[src/rtl/ptw_pkg.sv]
package ptw_pkg;
  localparam int unsigned NUM_RGN = 3;

  localparam logic [1:0] RGN_P0  = 2'd0;
  localparam logic [1:0] RGN_P1  = 2'd1;
  localparam logic [1:0] RGN_SYS = 2'd2;
  localparam logic [1:0] RGN_RSV = 2'd3;

  localparam logic [1:0] FLT_NONE   = 2'd0;
  localparam logic [1:0] FLT_ACCESS = 2'd1;
  localparam logic [1:0] FLT_LENGTH = 2'd2;
  localparam logic [1:0] FLT_TNV    = 2'd3;

  typedef enum logic [2:0] {
    ST_IDLE,
    ST_CHECK,
    ST_FETCH_SYS,
    ST_FETCH_PROC,
    ST_DONE
  } walk_st_e;
endpackage

[src/rtl/ptw_regs.sv]
module ptw_regs import ptw_pkg::*; #(
  parameter int unsigned DATA_W = 32,
  parameter int unsigned LEN_W  = 22
) (
  input  logic                             clk_i,
  input  logic                             rst_ni,
  input  logic                             we_i,
  input  logic [1:0]                       rgn_i,
  input  logic                             sel_len_i,
  input  logic [DATA_W-1:0]                data_i,
  output logic [NUM_RGN-1:0][DATA_W-1:0]   base_o,
  output logic [NUM_RGN-1:0][LEN_W-1:0]    len_o
);
  for (genvar g = 0; g < NUM_RGN; g++) begin : g_rgn
    logic wr;
    assign wr = we_i && (rgn_i == 2'(g));

    always_ff @(posedge clk_i or negedge rst_ni) begin
      if (!rst_ni) begin
        base_o[g] <= '0;
        len_o[g]  <= '0;
      end else if (wr) begin
        if (sel_len_i) len_o[g]  <= LEN_W'(data_i);
        else           base_o[g] <= data_i;
      end
    end
  end
endmodule

[src/rtl/ptw_addr_gen.sv]
module ptw_addr_gen import ptw_pkg::*; #(
  parameter int unsigned VA_W  = 32,
  parameter int unsigned OFS_W = 9,
  parameter int unsigned PA_W  = 30,
  localparam int unsigned VPN_W = VA_W - 2 - OFS_W,
  localparam int unsigned LEN_W = VPN_W + 1,
  localparam int unsigned VPG_W = VA_W - OFS_W
) (
  input  logic [VPG_W-1:0]                vpage_i,
  input  logic [NUM_RGN-1:0][VA_W-1:0]    base_i,
  input  logic [NUM_RGN-1:0][LEN_W-1:0]   len_i,
  output logic                            rsv_o,
  output logic                            sys_o,
  output logic                            len_ok_o,
  output logic                            pt_rgn_ok_o,
  output logic                            pt_len_ok_o,
  output logic [PA_W-1:0]                 sys_addr_o,
  output logic [OFS_W-1:0]                pt_ofs_o
);
  logic [1:0]       rgn;
  logic [VPN_W-1:0] vpn;
  logic [VPN_W-1:0] svpn;
  logic [VPN_W-1:0] idx;
  logic [LEN_W-1:0] lim;
  logic [VA_W-1:0]  pt_va;

  assign rgn = vpage_i[VPG_W-1 -: 2];
  assign vpn = vpage_i[VPN_W-1:0];

  always_comb begin
    unique case (rgn)
      RGN_P0:  lim = len_i[0];
      RGN_P1:  lim = len_i[1];
      default: lim = len_i[2];
    endcase
  end

  assign rsv_o    = (rgn == RGN_RSV);
  assign sys_o    = (rgn == RGN_SYS);
  assign len_ok_o = LEN_W'(vpn) < lim;

  // process entry lives in system virtual space
  assign pt_va       = base_i[rgn[0]] + VA_W'({vpn, 2'b00});
  assign svpn        = pt_va[OFS_W +: VPN_W];
  assign pt_rgn_ok_o = (pt_va[VA_W-1 -: 2] == RGN_SYS);
  assign pt_len_ok_o = LEN_W'(svpn) < len_i[2];
  assign pt_ofs_o    = pt_va[OFS_W-1:0];

  // one system-table adder serves both walk kinds
  assign idx        = sys_o ? vpn : svpn;
  assign sys_addr_o = PA_W'(base_i[2] + VA_W'({idx, 2'b00}));
endmodule

[src/rtl/ptw_ctrl.sv]
module ptw_ctrl import ptw_pkg::*; #(
  parameter int unsigned VPG_W = 23,
  parameter int unsigned OFS_W = 9,
  parameter int unsigned PFN_W = 21,
  parameter int unsigned PTE_W = 32,
  localparam int unsigned PA_W = PFN_W + OFS_W
) (
  input  logic              clk_i,
  input  logic              rst_ni,
  input  logic              start_i,
  input  logic [VPG_W-1:0]  vpage_i,
  output logic [VPG_W-1:0]  vpage_o,
  input  logic              rsv_i,
  input  logic              sys_i,
  input  logic              len_ok_i,
  input  logic              pt_rgn_ok_i,
  input  logic              pt_len_ok_i,
  input  logic [PA_W-1:0]   sys_addr_i,
  input  logic [OFS_W-1:0]  pt_ofs_i,
  output logic              busy_o,
  output logic              mem_req_o,
  output logic [PA_W-1:0]   mem_addr_o,
  input  logic              mem_rvalid_i,
  input  logic [PTE_W-1:0]  mem_rdata_i,
  output logic              done_o,
  output logic [PTE_W-1:0]  pte_o,
  output logic [1:0]        fault_o,
  output logic              fault_pt_o
);
  walk_st_e         st_q;
  logic [VPG_W-1:0] vpage_q;
  logic             nested_q;
  logic [PA_W-1:0]  addr_q;
  logic [OFS_W-1:0] ofs_q;
  logic [PTE_W-1:0] pte_q;
  logic [1:0]       flt_q;
  logic             fpt_q;
  logic             rd_valid;

  assign rd_valid = mem_rdata_i[PTE_W-1];

  always_ff @(posedge clk_i or negedge rst_ni) begin
    if (!rst_ni) begin
      st_q     <= ST_IDLE;
      vpage_q  <= '0;
      nested_q <= 1'b0;
      addr_q   <= '0;
      ofs_q    <= '0;
      pte_q    <= '0;
      flt_q    <= FLT_NONE;
      fpt_q    <= 1'b0;
    end else begin
      unique case (st_q)
        ST_IDLE: begin
          if (start_i) begin
            vpage_q <= vpage_i;
            st_q    <= ST_CHECK;
          end
        end
        ST_CHECK: begin
          pte_q <= '0;
          fpt_q <= 1'b0;
          flt_q <= FLT_NONE;
          if (rsv_i) begin
            flt_q <= FLT_ACCESS;
            st_q  <= ST_DONE;
          end else if (!len_ok_i) begin
            flt_q <= FLT_LENGTH;
            st_q  <= ST_DONE;
          end else if (sys_i) begin
            addr_q   <= sys_addr_i;
            nested_q <= 1'b0;
            st_q     <= ST_FETCH_SYS;
          end else if (!pt_rgn_ok_i) begin
            flt_q <= FLT_ACCESS;
            fpt_q <= 1'b1;
            st_q  <= ST_DONE;
          end else if (!pt_len_ok_i) begin
            flt_q <= FLT_LENGTH;
            fpt_q <= 1'b1;
            st_q  <= ST_DONE;
          end else begin
            addr_q   <= sys_addr_i;
            ofs_q    <= pt_ofs_i;
            nested_q <= 1'b1;
            st_q     <= ST_FETCH_SYS;
          end
        end
        ST_FETCH_SYS: begin
          if (mem_rvalid_i) begin
            pte_q <= mem_rdata_i;
            if (!nested_q) begin
              flt_q <= rd_valid ? FLT_NONE : FLT_TNV;
              st_q  <= ST_DONE;
            end else if (rd_valid) begin
              addr_q <= {mem_rdata_i[PFN_W-1:0], ofs_q};
              st_q   <= ST_FETCH_PROC;
            end else begin
              flt_q <= FLT_TNV;
              fpt_q <= 1'b1;
              st_q  <= ST_DONE;
            end
          end
        end
        ST_FETCH_PROC: begin
          if (mem_rvalid_i) begin
            pte_q <= mem_rdata_i;
            flt_q <= rd_valid ? FLT_NONE : FLT_TNV;
            st_q  <= ST_DONE;
          end
        end
        ST_DONE: st_q <= ST_IDLE;
        default: st_q <= ST_IDLE;
      endcase
    end
  end

  assign vpage_o    = vpage_q;
  assign busy_o     = (st_q != ST_IDLE);
  assign mem_req_o  = (st_q == ST_FETCH_SYS) || (st_q == ST_FETCH_PROC);
  assign mem_addr_o = addr_q;
  assign done_o     = (st_q == ST_DONE);
  assign pte_o      = pte_q;
  assign fault_o    = flt_q;
  assign fault_pt_o = fpt_q;
endmodule

[src/rtl/pt_walker.sv]
module pt_walker import ptw_pkg::*; #(
  parameter int unsigned VA_W  = 32,
  parameter int unsigned OFS_W = 9,
  parameter int unsigned PFN_W = 21,
  parameter int unsigned PTE_W = 32
) (
  input  logic                     clk_i,
  input  logic                     rst_ni,
  input  logic                     cfg_we_i,
  input  logic [1:0]               cfg_rgn_i,
  input  logic                     cfg_len_i,
  input  logic [VA_W-1:0]          cfg_data_i,
  input  logic                     start_i,
  input  logic [VA_W-OFS_W-1:0]    vpage_i,
  output logic                     busy_o,
  output logic                     mem_req_o,
  output logic [PFN_W+OFS_W-1:0]   mem_addr_o,
  input  logic                     mem_rvalid_i,
  input  logic [PTE_W-1:0]         mem_rdata_i,
  output logic                     done_o,
  output logic [PTE_W-1:0]         pte_o,
  output logic [1:0]               fault_o,
  output logic                     fault_pt_o
);
  localparam int unsigned VPN_W = VA_W - 2 - OFS_W;
  localparam int unsigned LEN_W = VPN_W + 1;
  localparam int unsigned VPG_W = VA_W - OFS_W;
  localparam int unsigned PA_W  = PFN_W + OFS_W;

  logic [NUM_RGN-1:0][VA_W-1:0]  base;
  logic [NUM_RGN-1:0][LEN_W-1:0] len;
  logic [VPG_W-1:0]              vpage_q;
  logic                          rsv, sys, len_ok, pt_rgn_ok, pt_len_ok;
  logic [PA_W-1:0]               sys_addr;
  logic [OFS_W-1:0]              pt_ofs;

  ptw_regs #(
    .DATA_W (VA_W),
    .LEN_W  (LEN_W)
  ) i_regs (
    .clk_i     (clk_i),
    .rst_ni    (rst_ni),
    .we_i      (cfg_we_i),
    .rgn_i     (cfg_rgn_i),
    .sel_len_i (cfg_len_i),
    .data_i    (cfg_data_i),
    .base_o    (base),
    .len_o     (len)
  );

  ptw_addr_gen #(
    .VA_W  (VA_W),
    .OFS_W (OFS_W),
    .PA_W  (PA_W)
  ) i_addr_gen (
    .vpage_i     (vpage_q),
    .base_i      (base),
    .len_i       (len),
    .rsv_o       (rsv),
    .sys_o       (sys),
    .len_ok_o    (len_ok),
    .pt_rgn_ok_o (pt_rgn_ok),
    .pt_len_ok_o (pt_len_ok),
    .sys_addr_o  (sys_addr),
    .pt_ofs_o    (pt_ofs)
  );

  ptw_ctrl #(
    .VPG_W (VPG_W),
    .OFS_W (OFS_W),
    .PFN_W (PFN_W),
    .PTE_W (PTE_W)
  ) i_ctrl (
    .clk_i        (clk_i),
    .rst_ni       (rst_ni),
    .start_i      (start_i),
    .vpage_i      (vpage_i),
    .vpage_o      (vpage_q),
    .rsv_i        (rsv),
    .sys_i        (sys),
    .len_ok_i     (len_ok),
    .pt_rgn_ok_i  (pt_rgn_ok),
    .pt_len_ok_i  (pt_len_ok),
    .sys_addr_i   (sys_addr),
    .pt_ofs_i     (pt_ofs),
    .busy_o       (busy_o),
    .mem_req_o    (mem_req_o),
    .mem_addr_o   (mem_addr_o),
    .mem_rvalid_i (mem_rvalid_i),
    .mem_rdata_i  (mem_rdata_i),
    .done_o       (done_o),
    .pte_o        (pte_o),
    .fault_o      (fault_o),
    .fault_pt_o   (fault_pt_o)
  );
endmodule

[config.mk]
export PLATFORM = sky130hd
export DESIGN_NAME = pt_walker
export DESIGN_NICKNAME = d
export VERILOG_FILES = /design/src/rtl/ptw_pkg.sv /design/src/rtl/ptw_regs.sv /design/src/rtl/ptw_addr_gen.sv /design/src/rtl/ptw_ctrl.sv /design/src/rtl/pt_walker.sv
export SDC_FILE = /design/constraint.sdc
export NUM_CORES = 1
export LEC_CHECK = 0
export BUFFER_PORTS_ARGS = -buffer_cell sky130_fd_sc_hd__buf_4
export CAP_MARGIN = 20
export CORE_MARGIN = 10
export CORE_UTILIZATION = 30
export DETAILED_ROUTE_END_ITERATION = 12
export GPL_TIMING_DRIVEN = 0
export PLACE_DENSITY = 0.57
export SYNTH_ARGS = -nofsm -noshare
export SYNTH_HDL_FRONTEND = slang
export SYNTH_SLANG_ARGS = --single-unit
[constraint.sdc]
create_clock -name clk_i -period 10.5 [get_ports clk_i]
set_clock_uncertainty 0.2 [all_clocks]
set_input_delay 1.05 -clock clk_i [delete_from_list [all_inputs] [get_ports clk_i]]
set_output_delay 1.05 -clock clk_i [all_outputs]
set_load 0.01 [all_outputs]
==> flow_summary.toml, run 1 <==
[placed_design]
dpl.hpwl_mm = 35.05
routabilityCongestion = 0.8933
io_buffers = 162
place_ws_ns = 0.6321

[global_routing]
grt_pass1_vias = 11700
grt_pass1_wl_mm = 68.65
grt_max_degree = 125
grt_usage_pct = 15.10
overflow = 0
antenna_found_initial = 0

[worst_setup_path]
critPathBufInv = 5
critPathTopFamily = "buffers and inverters"
worstPathMaxFanout = 10
endpoint_kind = "flop"
cpPeakStageDelay_ns = 0.90
crit_slowest_cell = "clkbuf_1"
crit_cells = 27
worstRegToRegCells = 27
cp-start-kind = "flop"
critPathKind = "reg -> reg"
arrival_ns = 10.15
required_ns = 10.76

[logic_synthesis]
yosysUniqueCellTypes = 74
synth.top_cell.area_share_pct = 44.48
ys_ff_latch = 261
synthCells = 1374
synthesis.nets = 1553
postSynthAreaPerCell_um2 = 10.69
synth_area_leaders = "dfrtp_1 44%, mux2_2 18%, ha_1 7.0%, nand2_1 4.1%, o21ai_0 2.9%"
yosys.area.top_type = "dfrtp_1"
synth-warning-count = 0
synthFlopType = "dfrtp_1"
async_reset_ff_share_pct = 100.0
syn-cell-area_um2 = 14680
synth_edf_count = 0
ys_seq_area_share_pct = 44.48

[layout]
layout-drive-gt1-share_pct = 30.20
layout_commonest_cell = "dfrtp_1"
fillerInstances = 4838
fin_nets = 1753
final_cell_mix = "261 x dfrtp_1, 241 x mux2_2, 163 x buf_4, 162 x nand2_1, 89 x nor2_1"
area_growth_syn_to_layout_pct = 21.06

[pwr]
ir_worst_vdd_mv = 0.1701
p_leak_nw = 7.931
p_per_area_nw_per_um2 = 355.5

[floorplan]
start_util_pct = 30.19
chipWidth_um = 241.2
rows = 81
die_h_um = 241.2
core_um2 = 48650
ios = 163
dieArea_um2 = 58200

[clocking]
clock_latency_ns = 0.58
cts_buffers = 31
cts_buffer_depth = 3
htree_levels = 1
clock_sinks = 261
clk_pin_slew_worst_paths_ns = 0.06
post-cts-setup-buffers = 0
cts_tree = "done"
cts-root-buf = "clkbuf_16"
ctsHoldBuffers = 0
cts_resized = 0

[sta]
rsz0062_at_grt = "false"
tightest_slew_ns = 1.132
hold_violations = 0
timing.final.crit_share_pct = 94.18
fin_setup_tns_ns = 0
slew_headroom_pct = 24.54
setup_slack_ns = 0.6112
fmax_ghz = 0.1011
period_needed_ns = 9.889
setup_viol = 0
drv_slew = 0

[routing]
drc_errors = 0
drt_iter0_drc = 557
drt_wl_total_mm = 44.71
via_per_inst = 5.043
wl_per_cell_um = 20.14
final_antenna_net_count = 0
drtPass1Iterations = 7
route.vias.total = 11200

[run]
drv_cap = 0

[min_path]
hold_path.class = "in -> async"

[status]
status = "complete, no violations"
## final timing paths
| path | slack (ns) | to | from |
|---|---|---|---|
| max | 0.61 | i_ctrl.mem_addr_o[25] | i_ctrl.vpage_o[21] |
| min | 0.12 | i_ctrl.vpage_o[9] | rst_ni |
| max reg2reg | 0.61 | i_ctrl.mem_addr_o[25] | i_ctrl.vpage_o[21] |
| min reg2reg | 0.28 | i_ctrl.pte_o[8] | i_ctrl.pte_o[8] |
| max in group asynchronous | 9.13 | i_ctrl.mem_addr_o[22] | rst_ni |
| min in group clk_i | 0.28 | i_ctrl.pte_o[8] | i_ctrl.pte_o[8] |
## per-layer routing
metal / track usage [%] / up-vias / part of all wire, %
met2: 24.81 / 316 / 46
met4: 4.287 / 0 / 2.2
met1: 19.60 / 5484 / 45
met5: 0 / - / 0
met3: 3.344 / 59 / 6.9
li1: - / 5336 / -
## sequential cells by signal, summed over array words and instances (netlist names)
register	count
i_ctrl.fault_o	2
i_ctrl.fault_pt_o	1
i_ctrl.mem_addr_o	30
i_ctrl.nested_q	1
i_ctrl.ofs_q	9
i_ctrl.pte_o	32
i_ctrl.st_q	3
i_ctrl.vpage_o	23
i_regs.base_o	94
i_regs.len_o	66
## synth_stat cells, types with 12 or more instances
cell,count
dfrtp_1,261
mux2_2,241
nand2_1,162
nor2_1,89
o21ai_0,84
ha_1,82
a21oi_1,78
clkbuf_1,43
inv_1,34
mux2i_1,28
xor2_1,22
xnor2_1,21
a21o_1,20
nor3_1,17
a211oi_1,15
nand3_1,13
buf_1,12
## cell type report
class                      instances  area [µm²]  share of cell area [%]
clock buffer                      42       887.1                   4.990
multi-input combinational       1019        7766                   43.69
inverter                          34       127.6                  0.7179
tap                              622       778.2                   4.378
sequential                       261        6531                   36.74
clock inverter                    13       126.4                  0.7109
antenna                            2       5.005                 0.02815
buffer                            60       259.0                   1.457
timing repair buffer             167        1296                   7.292
## logic make-up after synthesis
group                      Yosys count  share of synthesized area [%]
AOI/OAI and AO/OA                  270                          11.67
buffers and inverters               94                          2.633
muxes                              272                          20.65
xor gates and xnor gates            43                          2.565
adders and majority gates           84                          7.260
and+or+nand+nor                    350                          10.75
DFF                                261                          44.48
## where the power goes
part	switching [mW]	internal [mW]	total [mW]
registers	0.260	1.31	1.57
logic	2.08	1.60	3.68
clock network	0.431	0.636	1.07
## through the flow
step	total power, mW	std cells	instance area [µm²]	utilization (%)	hold WS [ns]
floorplan	4.082	1374	14680	-	0.2588
global placement	5.164	2158	16680	34.29	0.2642
detailed placement	5.241	2163	16760	34.45	0.2714
CTS	6.339	2218	17770	36.53	0.1090
global route	6.835	2218	17770	36.53	0.1085
finish	6.320	2220	17780	36.54	0.1174
Note: power is estimated with default switching activity, not from simulation.
==> inputs of run 2 (changes only) <==
--- a/config.mk
+++ b/config.mk
@@ -5,13 +5,13 @@
 export SDC_FILE = /design/constraint.sdc
 export NUM_CORES = 1
 export LEC_CHECK = 0
-export BUFFER_PORTS_ARGS = -buffer_cell sky130_fd_sc_hd__buf_4
 export CAP_MARGIN = 20
 export CORE_MARGIN = 10
 export CORE_UTILIZATION = 30
 export DETAILED_ROUTE_END_ITERATION = 12
+export DONT_BUFFER_PORTS = 1
 export GPL_TIMING_DRIVEN = 0
-export PLACE_DENSITY = 0.57
+export PLACE_DENSITY = 0.55
 export SYNTH_ARGS = -nofsm -noshare
 export SYNTH_HDL_FRONTEND = slang
 export SYNTH_SLANG_ARGS = --single-unit
==> run 2 against run 1 <==
Sequential share of layout area up 2.7 points. Sequential cell count is the same. Design area down 6.9%. Non-clock buffer count is 161 lower. First-iteration DRC count up 24%. Register-to-register slack gained 0.14 ns. Combinational power down 6.3%. Critical path depth increased by 1. Critical path type unchanged. Largest cell class unchanged. Largest power group unchanged.
==> flow_summary.toml, run 2 (synthesis results as in run 1) <==
[floorplan]
dieArea_um2 = 58200
ios = 163
chipWidth_um = 241.2
start_util_pct = 30.19
die_h_um = 241.2
rows = 81
core_um2 = 48650

[sta]
hold_violations = 0
rsz0062_at_grt = "false"
period_needed_ns = 9.749
setup_viol = 0
fmax_ghz = 0.1026
drv_slew = 0
fin_setup_tns_ns = 0
slew_headroom_pct = 27.16
timing.final.crit_share_pct = 92.85
tightest_slew_ns = 1.093

[worst_setup_path]
worstPathMaxFanout = 10
endpoint_kind = "flop"
critPathKind = "reg -> reg"
cpPeakStageDelay_ns = 0.71
rr_endpoint = "i_ctrl.mem_addr_o[25]"
cp-start-kind = "flop"
crit_end = "i_ctrl.mem_addr_o[25]"
crit_slowest_cell = "clkbuf_1"
required_ns = 10.75
ff2ff_setup_slack_ns = 0.75
arrival_ns = 10.00
r2r-start = "i_ctrl.vpage_o[21]"
worstRegToRegCells = 28
crit_start = "i_ctrl.vpage_o[21]"

[clocking]
clk_pin_slew_worst_paths_ns = 0.06
post-cts-setup-buffers = 0
clock_latency_ns = 0.58
cts_resized = 0
cts_tree = "done"
cts-root-buf = "clkbuf_16"
cts_buffers = 30
htree_levels = 1
cts_buffer_depth = 3
clock_sinks = 261

[layout]
layout_commonest_cell = "dfrtp_1"
fin_nets = 1591
final-seq-area_um2 = 6531
max_flop_register = "i_regs.base_o"
multi_input_area_um2 = 7766
largest_reg_flops = 94
area_growth_syn_to_layout_pct = 12.66
fillerInstances = 4877
layout-drive-gt1-share_pct = 22.12
stdcell_area_um2 = 16540
final_cell_mix = "261 x dfrtp_1, 241 x mux2_2, 162 x nand2_1, 89 x nor2_1, 84 x o21ai_0"

[global_routing]
grt_pass1_wl_mm = 66.88
overflow = 0
grt_usage_pct = 15.03
grt_max_degree = 174
grt_pass1_vias = 10940
antenna_found_initial = 9

[placed_design]
place_area_um2 = 15510
dpl.hpwl_mm = 34.48
routabilityCongestion = 0.8791
io_buffers = 0

[pwr]
p_leak_nw = 7.126
ir_worst_vdd_mv = 0.1182
p_per_area_nw_per_um2 = 370.7

[routing]
route.vias.total = 10810
via_per_inst = 5.256
drt_wl_total_mm = 44.84
drt_iter0_drc = 693
final_antenna_net_count = 0
drc_errors = 0
wl_per_cell_um = 21.80
drtPass1Iterations = 6

[run]
drv_cap = 0

[status]
status = "complete, no violations"

[min_path]
hold_path.class = "in -> async"
==> run 2: changes by cell type in the layout (fill, tap and decap cells not counted) <==
cell        before  now
inv_6            1    0
buf_8            1    0
bufinv_16        2    1
buf_4          163    2
clkbuf_8         7    8
buf_16           2    3
clkinv_2         7    6
clkbuf_1        47   49
clkinvlp_4       3    1
==> run 2: worst min path at each step <==
stage / startpoint / endpoint / slack (ns) / depth (start not counted)
4_1_cts: rst_ni / i_regs.len_o[65] / 0.21 / 1
6_report: rst_ni / i_regs.base_o[46] / 0.18 / 1
2_1_floorplan: i_ctrl.ofs_q[0] / i_ctrl.ofs_q[0] / 0.26 / 1
3_3_place_gp: i_ctrl.ofs_q[0] / i_ctrl.ofs_q[0] / 0.27 / 1
3_5_place_dp: i_ctrl.ofs_q[0] / i_ctrl.ofs_q[0] / 0.28 / 1
5_1_grt: rst_ni / i_regs.base_o[47] / 0.21 / 1
==> run 2: area by class of cell <==
cell class,instances,share of cell area [%]
clock buffer,45,5.491
clock inverter,8,0.4084
buffer,60,1.566
inverter,34,0.7714
multi-input combinational,1019,46.94
timing repair buffer,6,0.6051
antenna,2,0.03025
sequential,261,39.48
tap,622,4.704
==> run 2: worst max-delay path, delay by kind of cell, from the launching register on <==
family	cells	cell delay, ns
XOR/XNOR	1	0.07
multiplexers	3	1.04
AND/OR/NAND/NOR	8	1.46
flip-flops	1	0.35
adder cells (fa/ha/maj)	3	0.98
buffers and inverters	6	2.99
AO/OA/AOI/OAI	7	2.50
==> run 2: power by group <==
part / total, mW / leakage [nW] / switching, mW / internal [mW]
clock network: 1.03 / 0.484 / 0.419 / 0.615
logic: 3.45 / 3.44 / 1.99 / 1.46
registers: 1.65 / 3.20 / 0.336 / 1.31
total: 6.13 / 7.13 / 2.74 / 3.39
==> run 2: per-layer routing <==
| metal | global-route usage (%) | wire [µm] |
|---|---|---|
| met5 | 0 | 110 |
| met4 | 4.267 | 1073 |
| met2 | 24.52 | 20630 |
| met1 | 18.89 | 18980 |
| met3 | 4.572 | 4045 |
==> run 2: timing repair <==
action | CTS | global route
endpoints found under the setup margin | 0 | 0
hold buffers | 2 | 0
endpoints found under the hold margin | 173 | 0
==> run 2: stage by stage <==
stage	std cells	hold WS (ns)	util (%)	total power, mW	setup WS (ns)
2_1_floorplan	1374	0.2588	-	4.082	3.523
3_3_place_gp	1996	0.2718	31.79	4.972	0.3528
3_5_place_dp	2000	0.2815	31.88	5.058	0.7564
4_1_cts	2055	0.2127	34.00	6.153	0.7224
5_1_grt	2055	0.2062	34.00	6.632	0.2613
6_report	2057	0.1846	34.01	6.133	0.7509
==> inputs of run 3 (changes only) <==
--- a/config.mk
+++ b/config.mk
@@ -10,7 +10,6 @@
 export CORE_UTILIZATION = 30
 export DETAILED_ROUTE_END_ITERATION = 12
 export DONT_BUFFER_PORTS = 1
-export GPL_TIMING_DRIVEN = 0
 export PLACE_DENSITY = 0.55
 export SYNTH_ARGS = -nofsm -noshare
 export SYNTH_HDL_FRONTEND = slang
==> run 3 against run 2 <==
Sequential share of layout area rose by 0.17 points. Register-to-register slack better by 2.4 ns. Wire length down 3.6%. Power shrank 0.31%. Worst hold slack gained 0.019 ns. Core utilization is 0.13 points lower. Count of clock-buffer cells in the layout shrank 5. Design area shrank 0.39%. Critical path type unchanged. Largest power group unchanged.
==> flow_summary.toml, run 3 (synthesis results as in run 1) <==
[floorplan]
ios = 163
chipWidth_um = 241.2
dieArea_um2 = 58200
start_util_pct = 30.19
die_h_um = 241.2
core_um2 = 48650
rows = 81

[global_routing]
grt_pass1_wl_mm = 66.09
grt_pass1_vias = 10570
overflow = 0
antenna_found_initial = 9
grt_usage_pct = 14.74
grt_max_degree = 262

[clocking]
clock_sinks = 261
cts_buffers = 30
clk_pin_slew_worst_paths_ns = 0.06
clock_latency_ns = 0.57
htree_levels = 1
cts_buffer_depth = 3
post-cts-setup-buffers = 0
cts-root-buf = "clkbuf_16"
cts_tree = "done"
cts_resized = 0

[layout]
multi_input_area_um2 = 7804
fin_nets = 1542
postLayoutCoreUtil_pct = 33.87
final-seq-area_um2 = 6534
largest_reg_flops = 94
fillerInstances = 4887
layout_commonest_cell = "dfrtp_1"
final_cell_mix = "259 x dfrtp_1, 241 x mux2_2, 162 x nand2_1, 87 x nor2_1, 84 x o21ai_0"
max_flop_register = "i_regs.base_o"
area_growth_syn_to_layout_pct = 12.22
layout-drive-gt1-share_pct = 24.24

[routing]
wl_per_cell_um = 21.51
route.vias.total = 10400
drtPass1Iterations = 5
final_antenna_net_count = 0
drc_errors = 0
via_per_inst = 5.174
drt_wl_total_mm = 43.23
drt_iter0_drc = 635

[sta]
slew_headroom_pct = 31.26
timing.final.crit_share_pct = 70.09
tightest_slew_ns = 1.027
setup_viol = 0
fin_setup_tns_ns = 0
setup_slack_ns = 3.140
drv_slew = 0
fmax_ghz = 0.1359
hold_violations = 0
period_needed_ns = 7.360
rsz0062_at_grt = "false"

[placed_design]
io_buffers = 0
place_ws_ns = 3.118
routabilityCongestion = 0.8605
dpl.hpwl_mm = 32.31

[pwr]
p_per_area_nw_per_um2 = 371.0
p_leak_nw = 7.117
ir_worst_vdd_mv = 0.1742

[worst_setup_path]
required_ns = 10.75
cpPeakStageDelay_ns = 0.78
path_common_cell = "mux2_2"
cp-start-kind = "flop"
endpoint_kind = "flop"
worstPathMaxFanout = 31
arrival_ns = 7.61
critPathKind = "reg -> reg"
crit_path_cell_trace = "buf_4 -> mux2_2 -> ha_1 -> o211ai_1 -> o21a_1 -> or3_1 -> o21ai_0 -> a21oi_1 -> nor2_1 -> nand2_1 -> xnor2_1 -> mux2_2 -> ha_1 -> nand4_1 -> nor3_1 -> nand2_1 -> or2_2 -> o221ai_1 -> nor3b_1 -> a21o_2 -> o21ai_4 -> mux2_2"
worstRegToRegCells = 22
crit_slowest_cell = "o21ai_4"

[min_path]
hold_path.class = "in -> async"

[run]
drv_cap = 0

[status]
status = "complete, no violations"
run 3: cell count changes in the layout (fill, tap and decap cells not counted), moves of 3 or more:
cell / before / now
buf_4: 2 / 14
buf_6: 4 / 0
buf_1: 12 / 0
clkbuf_8: 8 / 5
clkbuf_1: 49 / 4
bufinv_16: 1 / 4
run 3: power by group:
group	switching (mW)	internal, mW	leakage (nW)
registers	0.357	1.31	3.20
logic	1.90	1.44	3.40
clock network	0.433	0.672	0.517
total	2.69	3.42	7.12
run 3: layer usage:
metal / up-vias / share of wire (%) / global-route usage (%)
li1: 4945 / - / -
met1: 5136 / 46 / 19.74
met2: 251 / 44 / 23.23
met3: 54 / 7.9 / 4.061
met4: 14 / 1.9 / 3.448
met5: - / 0.25 / 0
run 3: cell type report:
| type | instances | share of cell area (%) |
|---|---|---|
| Tap cell | 622 | 4.723 |
| Antenna cell | 2 | 0.03037 |
| Inverter | 34 | 0.7745 |
| Multi-Input combinational cell | 1019 | 47.36 |
| Clock buffer | 40 | 5.216 |
| Sequential cell | 261 | 39.65 |
| Timing Repair Buffer | 17 | 1.093 |
| Clock inverter | 15 | 1.154 |
run 3: repair_timing:
item	4_1_cts	5_1_grt
hold endpoints to repair	261	0
endpoints found under the setup margin	0	0
hold buffers	1	0
run 3: final timing paths:
kind                                    startpoint                    end  slack, ns
worst max register to register  i_ctrl.vpage_o[21]  i_ctrl.mem_addr_o[25]       3.14
worst min-delay path                        rst_ni      i_ctrl.vpage_o[6]       0.20
min in group clk_i                 i_ctrl.ofs_q[0]        i_ctrl.ofs_q[0]       0.30
max in group asynchronous                   rst_ni       i_ctrl.pte_o[18]       8.77
worst min register to register     i_ctrl.ofs_q[0]        i_ctrl.ofs_q[0]       0.30
worst max-delay path            i_ctrl.vpage_o[21]  i_ctrl.mem_addr_o[25]       3.14
run 3: critical path, delay by kind of cell, from the launching register on:
kind / cells / cell delay, ns
AOI/OAI and AO/OA: 7 / 2.36
xor gates and xnor gates: 1 / 0.14
adders and majority gates: 2 / 0.67
buffers and inverters: 1 / 0.52
DFF: 1 / 0.53
muxes: 3 / 1.11
and+or+nand+nor: 8 / 1.66
run 3: through the flow:
step | hold slack (ns) | instance area [µm²] | power [mW] | cells
finish | 0.2035 | 16480 | 6.114 | 2010
global route | 0.2568 | 16480 | 6.663 | 2009
CTS | 0.3072 | 16450 | 6.149 | 2007
detailed placement | 0.2924 | 15370 | 4.989 | 1951
global placement | 0.2839 | 15350 | 4.936 | 1950
floorplan | 0.2588 | 14680 | 4.082 | 1374
